<file path="config.mk">
export PLATFORM = sky130hd
export DESIGN_NAME = bsz_splitter
export DESIGN_NICKNAME = d
export VERILOG_FILES = /design/src/rtl/bsz_pkg.sv /design/src/rtl/bsz_size_sampler.sv /design/src/rtl/bsz_lane_plan.sv /design/src/rtl/bsz_read_merge.sv /design/src/rtl/bsz_splitter.sv
export SDC_FILE = /design/constraint.sdc
export NUM_CORES = 1
export LEC_CHECK = 0
export BUFFER_PORTS_ARGS = -buffer_cell sky130_fd_sc_hd__buf_2
export CAP_MARGIN = 15
export CORE_MARGIN = 2
export CORE_UTILIZATION = 52
export DETAILED_ROUTE_END_ITERATION = 8
export GPL_ROUTABILITY_DRIVEN = 0
export GPL_TIMING_DRIVEN = 0
export PLACE_DENSITY = 0.86
export SLEW_MARGIN = 20
export SYNTH_ARGS = -nofsm -noshare
export SYNTH_HDL_FRONTEND = slang
export SYNTH_SLANG_ARGS = --single-unit
</file>
<file path="constraint.sdc">
create_clock -name clk -period 5.98 [get_ports clk]
set_input_delay 0.598 -clock clk [delete_from_list [all_inputs] [get_ports clk]]
set_output_delay 0.598 -clock clk [all_outputs]
set_load 0.02 [all_outputs]
</file>
<file path="src/rtl/bsz_pkg.sv">
package bsz_pkg;
  localparam int unsigned LANES  = 4;
  localparam int unsigned DATA_W = LANES * 8;
  localparam int unsigned OFFS_W = $clog2(LANES);

  typedef enum logic [1:0] {
    W32 = 2'd0,
    W16 = 2'd1,
    W8  = 2'd2
  } bus_width_e;

  typedef enum logic [1:0] {
    ST_IDLE = 2'd0,
    ST_BUS  = 2'd1,
    ST_DONE = 2'd2
  } split_state_e;

  // the 8-bit report dominates, then the 16-bit report, else full width
  function automatic bus_width_e decode_size(input logic bs16_n, input logic bs8_n);
    if (!bs8_n)       return W8;
    else if (!bs16_n) return W16;
    else              return W32;
  endfunction
endpackage

</file>
<file path="src/rtl/bsz_size_sampler.sv">
module bsz_size_sampler
  import bsz_pkg::*;
(
  input  logic       clk,
  input  logic       rst_n,
  input  logic       bs16_n,
  input  logic       bs8_n,
  output bus_width_e width_q
);
  // captured on every edge; the value is consumed one edge later
  always_ff @(posedge clk) begin
    if (!rst_n) width_q <= W32;
    else        width_q <= decode_size(bs16_n, bs8_n);
  end
endmodule

</file>
<file path="src/rtl/bsz_lane_plan.sv">
module bsz_lane_plan
  import bsz_pkg::*;
(
  input  logic [LANES-1:0]  pend,
  input  bus_width_e        width,
  input  logic [DATA_W-1:0] wword,
  output logic [OFFS_W-1:0] offs,
  output logic [LANES-1:0]  xfer,
  output logic [DATA_W-1:0] steer
);
  localparam logic [LANES-1:0] LO_HALF = {{(LANES/2){1'b0}}, {(LANES/2){1'b1}}};

  logic [OFFS_W-1:0] pair_hi;

  // lowest pending byte
  always_comb begin
    offs = '0;
    for (int i = LANES - 1; i >= 0; i--) begin
      if (pend[i]) offs = OFFS_W'(i);
    end
  end

  assign pair_hi = {offs[OFFS_W-1], 1'b1};

  // bytes the answered width completes
  always_comb begin
    xfer = '0;
    case (width)
      W16: xfer = pend & (offs[OFFS_W-1] ? ~LO_HALF : LO_HALF);
      W8: begin
        for (int b = 0; b < LANES; b++) xfer[b] = (b == int'(offs));
      end
      default: xfer = pend;
    endcase
  end

  // copy the addressed byte and its pair partner down to lanes 0 and 1
  always_comb begin
    steer = wword;
    for (int b = 0; b < LANES; b++) begin
      if (b == int'(offs))    steer[7:0]  = wword[b*8 +: 8];
      if (b == int'(pair_hi)) steer[15:8] = wword[b*8 +: 8];
    end
  end
endmodule

</file>
<file path="src/rtl/bsz_read_merge.sv">
module bsz_read_merge
  import bsz_pkg::*;
(
  input  logic              clk,
  input  logic              rst_n,
  input  logic              clear,
  input  logic              capture,
  input  logic [LANES-1:0]  xfer,
  input  bus_width_e        width,
  input  logic [DATA_W-1:0] rdata,
  output logic [DATA_W-1:0] word_q
);
  for (genvar g = 0; g < LANES; g++) begin : g_lane
    logic [7:0] src;
    logic [7:0] byte_q;

    always_comb begin
      case (width)
        W16:     src = rdata[(g % 2)*8 +: 8];
        W8:      src = rdata[7:0];
        default: src = rdata[g*8 +: 8];
      endcase
    end

    always_ff @(posedge clk) begin
      if (!rst_n)                  byte_q <= '0;
      else if (clear)              byte_q <= '0;
      else if (capture && xfer[g]) byte_q <= src;
    end

    assign word_q[g*8 +: 8] = byte_q;
  end
endmodule

</file>
<file path="src/rtl/bsz_splitter.sv">
module bsz_splitter
  import bsz_pkg::*;
#(
  parameter int unsigned ADDR_W   = 32,
  parameter int unsigned MASK_BIT = 20
) (
  input  logic              clk,
  input  logic              rst_n,
  input  logic              req_valid,
  output logic              req_ready,
  input  logic              req_write,
  input  logic [ADDR_W-1:0] req_addr,
  input  logic [LANES-1:0]  req_be,
  input  logic [DATA_W-1:0] req_wdata,
  output logic              resp_valid,
  output logic [DATA_W-1:0] resp_rdata,
  output logic              bus_cyc,
  output logic              bus_write,
  output logic [ADDR_W-1:0] bus_addr,
  output logic [LANES-1:0]  bus_be,
  output logic [DATA_W-1:0] bus_wdata,
  input  logic [DATA_W-1:0] bus_rdata,
  input  logic              bus_rdy_n,
  input  logic              bus_bs16_n,
  input  logic              bus_bs8_n,
  input  logic              a20m_n
);
  localparam int unsigned BASE_W = ADDR_W - OFFS_W;

  split_state_e      st_q;
  logic [BASE_W-1:0] base_q;
  logic [LANES-1:0]  pend_q;
  logic [LANES-1:0]  pend_nx;
  logic [DATA_W-1:0] wd_q;
  logic              we_q;
  bus_width_e        width_q;
  logic [OFFS_W-1:0] offs;
  logic [LANES-1:0]  xfer;
  logic [DATA_W-1:0] steer;
  logic [ADDR_W-1:0] addr_raw;
  logic              accept;
  logic              cyc_end;

  bsz_size_sampler u_size (
    .clk     (clk),
    .rst_n   (rst_n),
    .bs16_n  (bus_bs16_n),
    .bs8_n   (bus_bs8_n),
    .width_q (width_q)
  );

  bsz_lane_plan u_plan (
    .pend  (pend_q),
    .width (width_q),
    .wword (wd_q),
    .offs  (offs),
    .xfer  (xfer),
    .steer (steer)
  );

  bsz_read_merge u_merge (
    .clk     (clk),
    .rst_n   (rst_n),
    .clear   (accept),
    .capture (cyc_end && !we_q),
    .xfer    (xfer),
    .width   (width_q),
    .rdata   (bus_rdata),
    .word_q  (resp_rdata)
  );

  assign accept  = (st_q == ST_IDLE) && req_valid;
  assign cyc_end = (st_q == ST_BUS) && !bus_rdy_n;
  assign pend_nx = pend_q & ~xfer;

  always_ff @(posedge clk) begin
    if (!rst_n) begin
      st_q   <= ST_IDLE;
      base_q <= '0;
      pend_q <= '0;
      wd_q   <= '0;
      we_q   <= 1'b0;
    end else begin
      case (st_q)
        ST_IDLE: if (req_valid) begin
          base_q <= req_addr[ADDR_W-1:OFFS_W];
          pend_q <= req_be;
          wd_q   <= req_wdata;
          we_q   <= req_write;
          st_q   <= (req_be == '0) ? ST_DONE : ST_BUS;
        end
        ST_BUS: if (!bus_rdy_n) begin
          pend_q <= pend_nx;
          if (pend_nx == '0) st_q <= ST_DONE;
        end
        default: st_q <= ST_IDLE;
      endcase
    end
  end

  assign req_ready  = (st_q == ST_IDLE);
  assign resp_valid = (st_q == ST_DONE);
  assign bus_cyc    = (st_q == ST_BUS);
  assign bus_write  = we_q;
  assign bus_be     = pend_q;
  assign bus_wdata  = steer;
  assign addr_raw   = {base_q, offs};

  always_comb begin
    bus_addr           = addr_raw;
    bus_addr[MASK_BIT] = addr_raw[MASK_BIT] & a20m_n;
  end


  resp_pulse_chk: assert property (@(posedge clk) disable iff (!rst_n)
    resp_valid |=> !resp_valid);


  be_live_chk: assert property (@(posedge clk) disable iff (!rst_n)
    bus_cyc |-> (bus_be != '0));


  progress_chk: assert property (@(posedge clk) disable iff (!rst_n)
    (bus_cyc && !bus_rdy_n) |=> ($countones(pend_q) < $past($countones(pend_q))));


  hold_chk: assert property (@(posedge clk) disable iff (!rst_n)
    (bus_cyc && bus_rdy_n) |=> (bus_cyc && $stable(bus_be) && $stable(bus_addr[1:0]) && $stable(bus_wdata)));


  full_width_chk: assert property (@(posedge clk) disable iff (!rst_n)
    (bus_cyc && !bus_rdy_n && width_q == W32) |=> !bus_cyc);


  half_step_chk: assert property (@(posedge clk) disable iff (!rst_n)
    (bus_cyc && !bus_rdy_n && width_q == W16) |=>
      (($past($countones(pend_q)) - $countones(pend_q)) <= 2));


  byte_step_chk: assert property (@(posedge clk) disable iff (!rst_n)
    (bus_cyc && !bus_rdy_n && width_q == W8) |=>
      (($past($countones(pend_q)) - $countones(pend_q)) == 1));


  idle_hold_chk: assert property (@(posedge clk) disable iff (!rst_n)
    (req_ready && !req_valid) |=> req_ready);
endmodule

</file>
==> run_results.csv, run 1 <==
group,metric,value,unit
status,status,"complete, no violations",
clocking,cts_buffer_depth,2,
setup_path,arrival,2.47,ns
clocking,clkTransAtPathRegs,0.10,ns
timing,slew_headroom,45.9,%
synthesis,synthFlopType,"dfxtp_1",
synthesis,synth_fp_nets,731,
detailed_routing,ant_nets,0,
synthesis,synth_edf_count,0,
floorplanning,die_w,103,um
cells_and_area,num-nets-final,950,
hold_path,hold_class,"input port to flop",
detailed_routing,wire_per_inst,15.1,um
global_routing,grt_pass1_wl,22600,um
setup_path,cp_max_fo,10,
timing,fmax,326,MHz
timing,holdWs,0.379,ns
clocking,cts_tree,"done",
setup_path,critical_path_class,"flop to output pin",
detailed_routing,wl_met1,6040,um
timing,finalCriticalPeriod,3.07,ns
placement,hpwl,11400,um
placement,pre_cts_ws,3.35,ns
synthesis,seq_area_frac_synth,40.6,%
timing,period_share,51.3,%
synthesis,yosys_warnings,0,
global_routing,grt_max_degree,19,
placement,port_buffers,208,
synthesis,synth_top_area_share,40.6,%
clocking,cts_buffers,9,
setup_path,cp-start-kind,"flop",
synthesis,avgSynthCellArea,8.17,sq um
timing,fin_ws,2.91,ns
synthesis,ys_types,45,
setup_path,r2r-start,"u_size.width_q[0]$_SDFF_PN0_",
cells_and_area,nFillCells,911,
global_routing,antenna_found_initial,0,
clocking,htree_levels,3,
clocking,clkSinkCount,103,
setup_path,required,5.38,ns
floorplanning,initial_core_util,52.6,%
detailed_routing,wl,14700,um
pwr,p_per_area,246,nW/um^2
clocking,insertion_delay,0.37,ns
cells_and_area,area_delta_synth_final,27.8,%
floorplanning,die_height,103,um
global_routing,grt_usage,27.3,%
cells_and_area,diodes,0,
detailed_routing,drc_errors,0,
timing,finalClockSkew,0.0134,ns
timing,worst_pin_slew,0.811,ns
floorplanning,dieArea,10600,sq um
synthesis,yosys-top-cells-count,"nand2_1 (149), dfxtp_1 (103), a21boi_0 (65), buf_4 (46), o21ai_0 (38)",
global_routing,gr-total-overflow,0,
global_routing,grt_pass1_vias,4762,
floorplanning,rows,36,
timing,hold_violations,0,
floorplanning,coreArea,9640,sq um
detailed_routing,dr_wl_met2,6980,um
hold_path,min_from,"bus_bs16_n",
timing,drv_slew,0,
job,cap_violations,0,
floorplanning,io_pins,212,
detailed_routing,vias,5141,
detailed_routing,highest_layer,"met4",
synthesis,synthCells,621,
setup_path,startpoint,"bus_be[0]$_SDFFE_PN0P_",
synthesis,syn-cell-area,5070,sq um
clocking,root_buffer,"clkbuf_8",
clocking,postCtsHoldBufs,0,
synthesis,synth_most_common_cell,"nand2_1",
detailed_routing,routed_via_density,5.26,
setup_path,cp-end-kind,"output pin",
detailed_routing,met3WireLength,1380,um
synthesis,ys_seq_elements,103,
clocking,cts_resized,0,
synthesis,async_flop_share,0,%
cells_and_area,regArea,2060,sq um
detailed_routing,first_pass_iters,5,
pwr,ir_drop,0.229,mV
timing,finalSetupTns,0,ns
cells_and_area,drive_gt1_share,34.9,%
cells_and_area,multi_input_area,2470,sq um
detailed_routing,drt-initial-drc-count,236,
timing,setup_viol,0,
synthesis,synth_area_leaders,"dfxtp_1 (41%), nand2_1 (11%), a21boi_0 (9.6%), buf_4 (6.8%), o21ai_0 (3.7%)",
synthesis,yosysTopAreaCell,"dfxtp_1",
pwr,p_leak,2.93,nW
clocking,postCtsSetupBuffers,0,
timing,rsz0062_at_grt,"no",
-- routing by layer --
layer  global-route usage, %  vias to the layer above
met5                       0                        -
met4                    11.0                        0
met3                    7.66                       27
met2                    45.1                      229
met1                    33.8                     2369
li1                        -                     2516
-- state kept, by name, indices dropped and copies added (netlist names) --
name and flops:
base_q 30, u_merge.g_lane.byte_q 32, bus_be 4, st_q 2, u_size.width_q 2, bus_write 1
wd_q 32
-- stage by stage --
stage                     total power [W]  instances  utilization [%]  area, sq um
after floorplan                   0.00101        621                -         5070
after global placement            0.00115        962             65.2         6280
after detailed placement          0.00116        962             65.2         6280
after CTS                         0.00161        978             67.3         6480
after global routing              0.00167        978             67.3         6480
final                             0.00160        978             67.3         6480
-- cell families after synthesis --
logic type | count (synthesis) | share of synthesized area, %
buffers and inverters | 96 | 10.7
AOI/OAI and AO/OA | 170 | 23.6
DFF | 103 | 40.6
adders and majority gates | 2 | 0.493
muxes | 25 | 5.13
and+or+nand+nor | 225 | 19.4
-- worst max-delay path: stages, from the launching register on --
cell and delay, ns:
dfxtp_1 0.32, clkbuf_1 0.18, nor2_1 0.28, a21boi_0 0.21, buf_1 0.54, mux2_2 0.42
buf_2 0.17
-- layout by cell type, fill, tap and decap left out, types with 2 or more instances in the layout --
cell type,netlist,routed
buf_2,1,209
nand2_1,149,149
dfxtp_1,103,103
a21boi_0,65,65
buf_4,46,46
o21ai_0,38,38
clkbuf_1,35,36
nor2_1,26,26
a21oi_1,20,20
mux2i_1,17,17
nor2b_1,10,10
nand3_1,10,10
nor3_1,9,9
or3b_2,9,9
clkbuf_8,0,9
mux2_2,8,8
o22a_1,8,8
a2111oi_0,8,8
a211oi_1,8,8
a22oi_1,8,8
inv_1,7,7
buf_1,6,6
nand2b_1,3,3
and2_1,2,2
o21ba_2,2,2
a32oi_1,2,2
ha_1,2,2
inv_6,0,2
-- final cells by class --
| cell class | instances | area share (%) |
|---|---|---|
| plain buffers | 89 | 7.95 |
| clock buffers | 10 | 1.97 |
| clock inverters | 6 | 1.16 |
| inverters | 7 | 0.405 |
| multi-input cells | 422 | 38.1 |
| flip-flops and latches | 103 | 31.8 |
| well taps | 133 | 2.57 |
| repair buffers | 208 | 16.1 |
-- worst paths after layout --
path                                         endpoint  slack [ns]  cells past startpoint
min                      u_size.width_q[0]$_SDFF_PN0_        0.38                      2
min reg2reg                    base_q[6]$_SDFFE_PN0P_        0.47                      2
max                                     bus_wdata[13]        2.91                      6
max reg2reg  u_merge.g_lane[3].byte_q[3]$_SDFFE_PP0P_        3.46                      7
-- power breakdown --
| part | switching (W) | internal, W |
|---|---|---|
| registers | 0.0000274 | 0.000721 |
| logic | 0.000237 | 0.000159 |
| clock network | 0.000251 | 0.000201 |
| total | 0.000515 | 0.00108 |
Note: power is estimated with default switching activity, not from simulation.
==> run 2: changes to the inputs <==
CORE_UTILIZATION = 44   (was 52)
PLACE_DENSITY = 0.77   (was 0.86)
clock period = 2.6 ns   (was 5.98 ns; I/O delays follow)
==> run 2 against run 1 <==
Effect of this change:
- sequential share of layout area is 0.67 points lower
- largest cell class unchanged
- register-to-register slack worse by 3.2 ns
- critical path type unchanged
- global-route usage is 3.0 points lower
- worst setup slack got worse by 2.8 ns
- flip-flop and latch count stayed put
- die area rose by 17%
- hold slack worse by 0.31 ns
- non-clock buffer count grew 1
==> run_results.csv, run 2 (synthesis gave the netlist of run 1 again) <==
group,metric,value,unit
setup_path,crit_chain,"clkbuf_1, nor2_1, a21boi_0, buf_2, mux2_2, buf_2",
timing,period_share,95.4,%
detailed_routing,routed_via_density,5.09,
global_routing,grt_pass1_vias,4803,
timing,fmax,403,MHz
setup_path,required,2.34,ns
clocking,clkTransAtPathRegs,0.07,ns
setup_path,cp-start-kind,"flop",
status,status,"complete, no violations",
clocking,cts_buffers,9,
hold_path,hold_class,"input port to flop",
setup_path,critical-path-top-delay-family,"buffers and inverters",
cells_and_area,final_core_util,58.5,%
detailed_routing,ant_nets,0,
timing,drv_slew,0,
clocking,clkSinkCount,103,
floorplanning,dieArea,12400,sq um
pwr,ir_drop,0.701,mV
cells_and_area,diodes,0,
cells_and_area,reg_top3,"u_merge.g_lane.byte_q (32), wd_q (32), base_q (30)",
cells_and_area,area_delta_synth_final,30.5,%
cells_and_area,num-nets-final,951,
setup_path,cp-end-kind,"output pin",
timing,worst_pin_slew,0.766,ns
clocking,root_buffer,"clkbuf_16",
detailed_routing,drt-initial-drc-count,409,
floorplanning,coreArea,11300,sq um
cells_and_area,nFillCells,1074,
timing,slew_headroom,48.8,%
timing,holdWs,0.0721,ns
detailed_routing,first_pass_iters,6,
floorplanning,initial_core_util,44.8,%
floorplanning,io_pins,212,
clocking,htree_levels,3,
timing,finalCriticalPeriod,2.48,ns
timing,rsz0062_at_grt,"yes",
cells_and_area,final_cell_mix,"buf_2 (210), nand2_1 (149), dfxtp_1 (103)",
setup_path,cp.buffers_inverters,3,
clocking,insertion_delay,0.35,ns
global_routing,grt_pass1_wl,24000,um
placement,hpwl,11700,um
setup_path,cp_max_fo,10,
global_routing,gr-total-overflow,0,
detailed_routing,drc_errors,0,
pwr,p_leak,2.99,nW
setup_path,cp_slowest_cell,"mux2_2",
clocking,postCtsHoldBufs,0,
timing,finalSetupTns,0,ns
clocking,cts_buffer_depth,2,
timing,finalClockSkew,0.00861,ns
global_routing,grt_usage,24.3,%
floorplanning,die_height,111,um
detailed_routing,wl,15100,um
floorplanning,die_w,111,um
timing,setup_viol,0,
setup_path,arrival,2.22,ns
placement,port_buffers,208,
global_routing,grt_max_degree,18,
detailed_routing,wire_per_inst,15.3,um
cells_and_area,drive_gt1_share,35.1,%
global_routing,antenna_found_initial,0,
floorplanning,rows,39,
placement,pre_cts_ws,0.117,ns
cells_and_area,final_common_cell,"buf_2",
clocking,cts_tree,"done",
pwr,p_per_area,611,nW/um^2
setup_path,critical_path_class,"flop to output pin",
timing,fin_ws,0.119,ns
detailed_routing,vias,5037,
setup_path,slowest_delay,0.37,ns
timing,hold_violations,0,
setup_path,critPathMostFrequentCell,"buf_2",
job,cap_violations,0,
-- run 2: metrics by stage --
step / area [sq um] / std cells / power (W)
after floorplan: 5070 / 621 / 0.00233
after global placement: 6290 / 972 / 0.00266
after detailed placement: 6290 / 972 / 0.00266
after CTS: 6600 / 988 / 0.00407
after global routing: 6620 / 989 / 0.00424
final: 6620 / 989 / 0.00404
-- run 2: layout make-up --
| type | instances | area [sq um] | share of cell area [%] |
|---|---|---|---|
| clock inverter | 5 | 65.1 | 0.982 |
| sequential | 103 | 2060 | 31.1 |
| buffer | 89 | 517 | 7.80 |
| clock buffer | 11 | 243 | 3.67 |
| tap | 143 | 179 | 2.70 |
| timing repair buffer | 209 | 1060 | 16.0 |
| inverter | 7 | 26.3 | 0.397 |
| multi-input combinational | 422 | 2470 | 37.3 |
-- run 2: what timing repair did --
item	CTS	global route
setup endpoints to repair	8	9
setup buffers	0	1
pin swaps	0	1
resized for setup	1	0
-- run 2: power by group --
group,switching (W),internal [W]
clock network,0.000631,0.000784
logic,0.000546,0.000366
registers,0.0000581,0.00166
-- run 2: metal layers --
metal / global-route usage [%] / part of all wire, %
met4: 6.58 / 1.6
met2: 41.5 / 48
met5: 0 / 0
met3: 9.85 / 11
met1: 28.3 / 40
-- run 2: path summary, 6_finish.rpt --
check	startpoint	endpoint	slack (ns)	cells past startpoint
hold reg to reg	base_q[23]$_SDFFE_PN0P_	base_q[23]$_SDFFE_PN0P_	0.46	2
setup / recovery	bus_be[0]$_SDFFE_PN0P_	bus_wdata[12]	0.12	6
setup reg to reg	u_size.width_q[0]$_SDFF_PN0_	u_merge.g_lane[0].byte_q[5]$_SDFFE_PP0P_	0.28	7
hold / removal	bus_bs16_n	u_size.width_q[0]$_SDFF_PN0_	0.07	2
-- run 2: worst register-to-register path: cells and delay by family (launching register included) --
family | cells | cell delay (ns)
compound gates | 3 | 0.88
fa+ha+maj | 1 | 0.29
buf+inv | 2 | 0.28
flops | 1 | 0.33
simple gates | 1 | 0.48
==> run 3: changes to the inputs <==
CORE_MARGIN = not set   (was 2)
==> run 3 against run 2 <==
Effect of this change:
- clock power hardly changed
- clock-buffer cell count is 1 higher
- hold slack worse by 0.015 ns
- sequential power hardly changed
- global-route usage is 0.26 points higher
- critical path depth stayed put
- combinational power is 0.5% lower
- cell area stayed put
- register-to-register slack better by 0.02 ns
- core utilization is 1.5 points higher
- flip-flop and latch count stayed put
- power is 0.34% lower
- critical endpoint is now bus_wdata[13]
==> run_results.csv, run 3 (synthesis gave the netlist of run 1 again) <==
group,metric,value,unit
status,status,"complete, no violations",
cells_and_area,num-nets-final,951,
pwr,p_sw_share,29.8,%
cells_and_area,layout.cells.non_filler,986,
pwr,p_switching,0.00120,W
timing,finalClockSkew,0.00666,ns
pwr,pwr-share-seq,42.7,%
detailed_routing,drc_errors,0,
global_routing,grt_pass1_vias,4652,
cells_and_area,reg_top3,"u_merge.g_lane.byte_q (32), wd_q (32), base_q (30)",
timing,fin_ws,0.121,ns
pwr,power_frac_clock,34.8,%
floorplanning,coreArea,11000,sq um
cells_and_area,multi_input_area,2470,sq um
timing,drv_slew,0,
cells_and_area,final_common_cell,"buf_2",
timing,period_share,95.3,%
clocking,htree_levels,3,
cells_and_area,diodes,0,
setup_path,cp-end-kind,"output pin",
global_routing,gr-total-overflow,0,
detailed_routing,vias,4998,
setup_path,slowest_delay,0.38,ns
pwr,pwr-share-comb,22.5,%
global_routing,grt_pass1_wl,22500,um
timing,finalSetupTns,0,ns
global_routing,antenna_found_initial,0,
pwr,p_leak,2.99,nW
global_routing,grt_usage,24.5,%
clocking,cts_buffer_depth,2,
clocking,postCtsHoldBufs,0,
setup_path,critPathMostFrequentCell,"buf_2",
setup_path,cp_slowest_cell,"mux2_2",
floorplanning,die_w,109,um
timing,setup_viol,0,
setup_path,cp-start-kind,"flop",
timing,holdWs,0.0568,ns
setup_path,critical-path-top-delay-family,"buffers and inverters",
pwr,intPower,0.00283,W
pwr,p_per_area,608,nW/um^2
cells_and_area,final_core_util,60.0,%
timing,rsz0062_at_grt,"no",
detailed_routing,drt-initial-drc-count,232,
cells_and_area,drive_gt1_share,35.2,%
setup_path,arrival,2.22,ns
detailed_routing,routed_via_density,5.07,
setup_path,critical_path_class,"flop to output pin",
floorplanning,io_pins,212,
global_routing,grt_max_degree,17,
cells_and_area,regArea,2060,sq um
clocking,cts_buffers,9,
setup_path,crit_chain,"clkbuf_1, nor2_2, a21boi_0, buf_2, mux2_2, buf_2",
detailed_routing,ant_nets,0,
detailed_routing,first_pass_iters,5,
floorplanning,rows,38,
clocking,cts_tree,"done",
placement,port_buffers,208,
timing,slew_headroom,50.5,%
placement,hpwl,11400,um
detailed_routing,wl,14700,um
timing,hold_violations,0,
placement,pre_cts_ws,0.134,ns
timing,fmax,403,MHz
cells_and_area,nFillCells,1069,
timing,finalCriticalPeriod,2.48,ns
clocking,insertion_delay,0.35,ns
setup_path,cp.buffers_inverters,3,
hold_path,hold_class,"input port to flop",
setup_path,cp_max_fo,10,
clocking,clkSinkCount,103,
floorplanning,initial_core_util,46.0,%
timing,worst_pin_slew,0.740,ns
floorplanning,dieArea,12000,sq um
clocking,root_buffer,"clkbuf_16",
job,cap_violations,0,
setup_path,required,2.34,ns
pwr,ir_drop,0.473,mV
floorplanning,die_height,109,um
cells_and_area,final_cell_mix,"buf_2 (210), nand2_1 (149), dfxtp_1 (103)",
cells_and_area,area_delta_synth_final,30.5,%
clocking,clkTransAtPathRegs,0.07,ns
placement,dp.cells,969,
detailed_routing,wire_per_inst,14.9,um
run 3: final timing paths:
check | slack [ns] | endpoint | cells after the start | start
worst max-delay path | 0.12 | bus_wdata[13] | 6 | bus_be[0]$_SDFFE_PN0P_
worst min-delay path | 0.06 | u_size.width_q[0]$_SDFF_PN0_ | 2 | bus_bs16_n
worst max register to register | 0.30 | u_merge.g_lane[0].byte_q[3]$_SDFFE_PP0P_ | 7 | u_size.width_q[0]$_SDFF_PN0_
worst min register to register | 0.46 | base_q[1]$_SDFFE_PN0P_ | 2 | base_q[1]$_SDFFE_PN0P_
run 3: area by class of cell:
type / instances / area share, %
Tap cell: 140 / 2.65
Clock buffer: 12 / 3.87
Inverter: 7 / 0.397
Buffer: 89 / 7.80
Sequential cell: 103 / 31.1
Multi-Input combinational cell: 422 / 37.3
Clock inverter: 4 / 0.794
Timing Repair Buffer: 209 / 16.0
run 3: stage by stage:
| step | cell area [sq um] | power [W] |
|---|---|---|
| 2_1_floorplan | 5070 | 0.00233 |
| 3_3_place_gp | 6290 | 0.00265 |
| 3_5_place_dp | 6290 | 0.00266 |
| 4_1_cts | 6600 | 0.00404 |
| 5_1_grt | 6620 | 0.00420 |
| 6_report | 6620 | 0.00403 |
run 3: power groups by stage:
stage	sequential (W)	clock (W)	combinational, W
after floorplan	0.00174	0	0.000587
after global placement	0.00175	0	0.000896
after detailed placement	0.00175	0	0.000902
after CTS	0.00172	0.00142	0.000906
after global routing	0.00173	0.00148	0.000989
final	0.00172	0.00140	0.000907
run 3: timing repair:
action	CTS	global route
setup endpoints to repair	8	15
pin swaps	0	1
resized for setup	1	1
buffers inserted	0	1
run 3: routing by layer:
layer | vias up | wire length (um) | GRT usage, % | share of wire [%]
met1 | 2254 | 6140 | 28.9 | 42
li1 | 2522 | - | - | -
met4 | 0 | 311 | 8.67 | 2.1
met2 | 196 | 7010 | 41.4 | 48
met3 | 26 | 1240 | 8.36 | 8.4
met5 | - | 0 | 0 | 0
